--- src/rtl/iqg_pkg.sv ---
package iqg_pkg;
  localparam int unsigned LANE_W = 16;
  localparam int unsigned LANES  = 2;
  localparam int unsigned BEAT_W = LANE_W * LANES;
  localparam int unsigned CSR_W  = 32;

  typedef logic signed [LANE_W-1:0]   lane_t;
  typedef logic signed [2*LANE_W-1:0] prod_t;

  // Limit a wide product to the signed lane range.
  function automatic lane_t clamp_lane(input prod_t v);
    prod_t hi;
    prod_t lo;
    hi = {{(LANE_W+1){1'b0}}, {(LANE_W-1){1'b1}}};
    lo = {{(LANE_W+1){1'b1}}, {(LANE_W-1){1'b0}}};
    if (v > hi)      return hi[LANE_W-1:0];
    else if (v < lo) return lo[LANE_W-1:0];
    else             return v[LANE_W-1:0];
  endfunction
endpackage

--- src/rtl/iqg_ctrl_regs.sv ---
module iqg_ctrl_regs
  import iqg_pkg::*;
#(
  parameter int unsigned ADDR_W     = 20,
  parameter int unsigned GAIN_W     = 15,
  parameter int unsigned GAIN_ADDR  = 0,
  parameter int unsigned GAIN_RESET = 1
) (
  input  logic              clk,
  input  logic              rst,
  input  logic              req_wr,
  input  logic              req_rd,
  input  logic [ADDR_W-1:0] req_addr,
  input  logic [CSR_W-1:0]  req_data,
  output logic              resp_ack,
  output logic [CSR_W-1:0]  resp_data,
  output logic [GAIN_W-1:0] gain_q
);
  logic hit;
  logic unused_wdata_hi;

  assign hit             = (req_addr == ADDR_W'(GAIN_ADDR));
  assign unused_wdata_hi = ^req_data[CSR_W-1:GAIN_W];

  always_ff @(posedge clk) begin
    if (rst) begin
      resp_ack  <= 1'b0;
      resp_data <= '0;
      gain_q    <= GAIN_W'(GAIN_RESET);
    end else begin
      resp_ack  <= req_wr | req_rd;
      resp_data <= '0;
      if (req_rd && hit) resp_data <= {{(CSR_W-GAIN_W){1'b0}}, gain_q};
      if (req_wr && hit) gain_q <= req_data[GAIN_W-1:0];
    end
  end
endmodule

--- src/rtl/iqg_pkt_gain.sv ---
module iqg_pkt_gain #(
  parameter int unsigned GAIN_W = 15
) (
  input  logic              clk,
  input  logic              rst,
  input  logic              beat_fire,
  input  logic              beat_last,
  input  logic [GAIN_W-1:0] reg_gain,
  output logic [GAIN_W-1:0] beat_gain
);
  logic              in_pkt_q;
  logic [GAIN_W-1:0] held_q;

  // First beat of a packet samples the register; later beats reuse it.
  assign beat_gain = in_pkt_q ? held_q : reg_gain;

  always_ff @(posedge clk) begin
    if (rst) begin
      in_pkt_q <= 1'b0;
      held_q   <= '0;
    end else if (beat_fire) begin
      in_pkt_q <= !beat_last;
      held_q   <= beat_gain;
    end
  end
endmodule

--- src/rtl/iqg_mult_pipe.sv ---
module iqg_mult_pipe
  import iqg_pkg::*;
#(
  parameter int unsigned GAIN_W = 15,
  parameter int unsigned SHIFT  = 0
) (
  input  logic              clk,
  input  logic              rst,
  input  logic [BEAT_W-1:0] s_data,
  input  logic              s_last,
  input  logic              s_valid,
  output logic              s_ready,
  input  logic [GAIN_W-1:0] beat_gain,
  output logic [BEAT_W-1:0] m_data,
  output logic              m_last,
  output logic              m_valid,
  input  logic              m_ready
);
  logic  v1, l1, v2, l2;
  logic  adv1, adv2;
  lane_t gain_s;
  prod_t prod1 [LANES];
  lane_t res2  [LANES];

  assign adv2    = !v2 || m_ready;
  assign adv1    = !v1 || adv2;
  assign s_ready = adv1;
  assign gain_s  = $signed({{(LANE_W-GAIN_W){1'b0}}, beat_gain});
  assign m_valid = v2;
  assign m_last  = l2;

  for (genvar k = 0; k < LANES; k++) begin : g_lane
    lane_t lane_in;
    assign lane_in = s_data[k*LANE_W +: LANE_W];

    always_ff @(posedge clk) begin
      if (adv1 && s_valid) prod1[k] <= lane_in * gain_s;
      if (adv2 && v1)      res2[k]  <= clamp_lane(prod1[k] >>> SHIFT);
    end

    assign m_data[k*LANE_W +: LANE_W] = res2[k];
  end

  always_ff @(posedge clk) begin
    if (rst) begin
      v1 <= 1'b0;
      l1 <= 1'b0;
      v2 <= 1'b0;
      l2 <= 1'b0;
    end else begin
      if (adv1) begin
        v1 <= s_valid;
        if (s_valid) l1 <= s_last;
      end
      if (adv2) begin
        v2 <= v1;
        if (v1) l2 <= l1;
      end
    end
  end
endmodule

--- src/rtl/iq_gain_stage.sv ---
module iq_gain_stage
  import iqg_pkg::*;
#(
  parameter int unsigned ADDR_W     = 20,
  parameter int unsigned CTX_W      = 64,
  parameter int unsigned GAIN_W     = 15,
  parameter int unsigned GAIN_RESET = 1,
  parameter int unsigned SHIFT      = 0
) (
  input  logic              clk,
  input  logic              rst,
  input  logic              ctl_req_wr,
  input  logic              ctl_req_rd,
  input  logic [ADDR_W-1:0] ctl_req_addr,
  input  logic [31:0]       ctl_req_data,
  output logic              ctl_resp_ack,
  output logic [31:0]       ctl_resp_data,
  input  logic [31:0]       s_pl_tdata,
  input  logic              s_pl_tlast,
  input  logic              s_pl_tvalid,
  output logic              s_pl_tready,
  output logic [31:0]       m_pl_tdata,
  output logic              m_pl_tlast,
  output logic              m_pl_tvalid,
  input  logic              m_pl_tready,
  input  logic [CTX_W-1:0]  s_cx_tdata,
  input  logic              s_cx_tlast,
  input  logic              s_cx_tvalid,
  output logic              s_cx_tready,
  output logic [CTX_W-1:0]  m_cx_tdata,
  output logic              m_cx_tlast,
  output logic              m_cx_tvalid,
  input  logic              m_cx_tready
);
  logic [GAIN_W-1:0] gain_reg;
  logic [GAIN_W-1:0] beat_gain;
  logic              in_fire;

  assign in_fire = s_pl_tvalid && s_pl_tready;

  // Context words pass through untouched.
  assign m_cx_tdata  = s_cx_tdata;
  assign m_cx_tlast  = s_cx_tlast;
  assign m_cx_tvalid = s_cx_tvalid;
  assign s_cx_tready = m_cx_tready;

  iqg_ctrl_regs #(
    .ADDR_W(ADDR_W), .GAIN_W(GAIN_W), .GAIN_ADDR(0), .GAIN_RESET(GAIN_RESET)
  ) u_regs (
    .clk(clk), .rst(rst),
    .req_wr(ctl_req_wr), .req_rd(ctl_req_rd),
    .req_addr(ctl_req_addr), .req_data(ctl_req_data),
    .resp_ack(ctl_resp_ack), .resp_data(ctl_resp_data),
    .gain_q(gain_reg)
  );

  iqg_pkt_gain #(.GAIN_W(GAIN_W)) u_pkt (
    .clk(clk), .rst(rst),
    .beat_fire(in_fire), .beat_last(s_pl_tlast),
    .reg_gain(gain_reg), .beat_gain(beat_gain)
  );

  iqg_mult_pipe #(.GAIN_W(GAIN_W), .SHIFT(SHIFT)) u_pipe (
    .clk(clk), .rst(rst),
    .s_data(s_pl_tdata), .s_last(s_pl_tlast),
    .s_valid(s_pl_tvalid), .s_ready(s_pl_tready),
    .beat_gain(beat_gain),
    .m_data(m_pl_tdata), .m_last(m_pl_tlast),
    .m_valid(m_pl_tvalid), .m_ready(m_pl_tready)
  );
endmodule

--- config.mk ---
export PLATFORM = sky130hd
export DESIGN_NAME = iq_gain_stage
export DESIGN_NICKNAME = d
export VERILOG_FILES = /design/src/rtl/iqg_pkg.sv /design/src/rtl/iqg_ctrl_regs.sv /design/src/rtl/iqg_pkt_gain.sv /design/src/rtl/iqg_mult_pipe.sv /design/src/rtl/iq_gain_stage.sv
export SDC_FILE = /design/constraint.sdc
export NUM_CORES = 2
export LEC_CHECK = 0
export BUFFER_PORTS_ARGS = -buffer_cell sky130_fd_sc_hd__buf_2
export CAP_MARGIN = 25
export CORE_UTILIZATION = 50
export CTS_BUF_LIST = sky130_fd_sc_hd__clkbuf_8 sky130_fd_sc_hd__clkbuf_16
export DETAILED_ROUTE_END_ITERATION = 7
export PLACE_DENSITY = 0.77
export SETUP_SLACK_MARGIN = 0.05
export SYNTH_ARGS = -nofsm -noshare
export SYNTH_HDL_FRONTEND = slang
export SYNTH_SLANG_ARGS = --single-unit
--- constraint.sdc ---
create_clock -name clk -period 9.6 [get_ports clk]
set_input_delay 1.44 -clock clk [delete_from_list [all_inputs] [get_ports clk]]
set_output_delay 1.44 -clock clk [all_outputs]
set_load 0.05 [all_outputs]
==> key figures <==
Global routing
  • Largest net degree at the start of global routing: 71
  • Vias in the first global route: 18,600
  • First-pass GRT wire length: 88.38 mm
  • Gr usage total: 21.92%
  • Initial antenna violation count: 7
  • GR Overflow Total: 0

Logic synthesis
  • FFs w/ async S/R, synth: 0%
  • Area share of the largest cell type after synthesis: 40.07%
  • Area leader, netlist: fa_1
  • EDFF count, synth: 96
  • Synth top cells by count: inv_1, fa_1, nand2_1
  • Post-Syn Area per Cell: 9.654 sq um
  • Post-synthesis sequential area ratio: 15.88%
  • Most frequent cell after synthesis: inv_1
  • Synth warn: 0
  • Syn Inst Count: 2,546
  • Post-synth design cell area: 24,580 sq um
  • Most used DFF post-synth: edfxtp_1
  • Unique masters post-synth: 60
  • Top cells by area, synth: fa_1, edfxtp_1, inv_1
  • Seq cells post-synth: 147

Layout
  • Layout net count: 3,350
  • Non-Filler Instances: 3,208
  • Layout cell share with drive strength beyond 1: 7.768%
  • Fill cell count: 4,209
  • Multi-input logic area: 17,570 sq um
  • Sequential Area: 3904 sq um
  • Layout area overhead: 5.233%
  • Cell area after layout: 25,860 sq um

STA
  • Final Hold Vio Count: 0
  • Setup TNS: 0 ns
  • Actual slew at the worst max-slew pin: 0.9470 ns
  • Final setup viols: 0
  • RSZ-0062 raised after global routing: false
  • Hold_ws: 0.4748 ns
  • Fmax: 128.9 MHz
  • Clock Skew: 0.01408 ns
  • Post-route setup slack: 1.841 ns
  • Ratio of final minimum period to clock period: 80.83%
  • Rel. slew slack: 36.70%
  • Minimum clock period: 7.759 ns
  • Pins Over Slew Limit: 0

Job
  • Max cap viols: 0

Clock network
  • Cts bufs inserted: 17
  • Worst-Skew Late Latency: 0.46 ns
  • CTS tree: done
  • Max Root-Sink Buffers: 2
  • Clock root buffer: clkbuf_16
  • Clk sinks: 147
  • Cts repair resizes: 0
  • Post-CTS setup buffers: 0
  • Post-CTS Hold Fix Bufs: 0
  • H-tree lvl count: 4
  • Clock slew at reported path FFs: 0.08 ns

Die
  • Core Area: 48,150 sq um
  • Die ar.: 50,050 sq um
  • Ports: 293
  • Core Rows: 80
  • Height of the die: 223.7 microns
  • Die Span X: 223.7 microns
  • Initial core utilization: 51.05%

Run status
  • Outcome: completed

Setup path
  • Kind of critical path: reg -> reg
  • CP required: 9.81 ns
  • Max FO, Critical Path: 33
  • Critical Path Start Type: flip-flop
  • CP Capture Type: flip-flop
  • CP Data Arrival Time: 7.97 ns

Route
  • Routed vias: 16,800
  • TritonRoute pass-1 iters: 7
  • Final Routed Wirelength: 50.77 mm
  • Drt via density: 5.237
  • # DRC: 0
  • Routed WL per cell: 15.83 microns
  • Initial drt markers: 1,016
  • Final ANT Viol Nets: 0

Place
  • DP Cell Count: 3,172
  • Post-DP HPWL: 39.87 mm
  • GPL Wtd Cong: 0.8820
  • Place WS: 1.884 ns
  • Port-buffer cells: 124
  • DP Area: 25,230 sq um

Power
  • VDD IR max: 107.5 uV
  • Leak pwr: 12.95 nW
  • PD cells: 89.29 nW/um^2

Worst hold path
  • Hold crit path type: reg -> reg
sequential cells by signal, indices dropped and copies added (netlist names):
signal	cells
u_regs.gain_q	15
u_pipe.m_last	1
u_regs.resp_data	15
u_pkt.held_q	15
u_regs.resp_ack	1
u_pipe.res2	32
u_pkt.in_pkt_q	1
u_pipe.m_valid	1
u_pipe.l1	1
u_pipe.prod1	64
u_pipe.v1	1
layout make-up:
type	instances	area share [%]
antenna	3	0.02902
inverter	595	8.635
tap	656	3.173
clock buffer	17	1.645
sequential	147	15.09
clock inverter	15	0.6918
multi-input combinational	1641	67.92
timing repair buffer	134	2.815
cells by family after synthesis:
group	Yosys count	share of synthesized area (%)
AOI/OAI and AO/OA	183	5.116
buffers and inverters	774	13.11
adders and majority gates	656	48.42
other	1	0.01526
and+or+nand+nor	688	13.78
xor gates and xnor gates	67	2.387
muxes	30	1.288
DFF	147	15.88
cell usage in the layout (no fill, tap or decap), types with 35 or more instances in the layout:
cell,instances
inv_1,594
fa_1,492
edfxtp_1,96
a21oi_1,42
a21o_1,35
and2_1,179
buf_2,124
ha_1,164
nand2_1,280
xnor2_1,50
nor2_1,81
nor2b_1,65
dfxtp_1,51
power breakdown:
group | internal (W) | total [W] | switching [W]
clock | 0.000354 | 0.000684 | 0.000331
combinational | 0.000312 | 0.000816 | 0.000503
sequential | 0.000778 | 0.000809 | 0.0000315
metal layers:
metal	part of all wire, %	vias to the layer above	track usage, %
met5	0.091	-	0
met4	1.4	8	4.750
met3	6.6	67	3.961
met2	50	568	38.34
met1	42	8658	28.38
li1	-	7500	-
metrics by stage:
step | total power [W] | util [%]
2_1_floorplan | 0.001516 | -
3_3_place_gp | 0.001602 | 52.35
3_5_place_dp | 0.001638 | 52.39
4_1_cts | 0.002329 | 53.65
5_1_grt | 0.002467 | 53.71
6_report | 0.002309 | 53.72
worst paths after layout:
path,start,endpoint,slack [ns],cells past startpoint
setup / recovery,u_pkt.in_pkt_q$_SDFFE_PP0P_,u_pipe.prod1[0][63]$_DFFE_PP_,1.84,21
hold / removal,u_pipe.l1$_SDFFE_PP0P_,u_pipe.l1$_SDFFE_PP0P_,0.47,2
setup reg to reg,u_pkt.in_pkt_q$_SDFFE_PP0P_,u_pipe.prod1[0][63]$_DFFE_PP_,1.84,21
hold reg to reg,u_pipe.l1$_SDFFE_PP0P_,u_pipe.l1$_SDFFE_PP0P_,0.47,2
critical path, stage by stage, from the launching register on:
cell and delay, ns:
dfxtp_1 0.87, mux2_2 0.70, and2_1 0.33, fa_1 0.68
inv_1 0.13, fa_1 0.58, inv_1 0.29, fa_1 0.50
fa_1 0.46, fa_1 0.52, inv_1 0.05, fa_1 0.47
inv_1 0.04, ha_1 0.35, a21oi_1 0.19, nor2_1 0.08
or4_1 0.46, o21ai_0 0.09, a31oi_1 0.12, a211o_1 0.30
a21oi_1 0.17, xnor2_1 0.09
(Power assumes the default switching activity.)
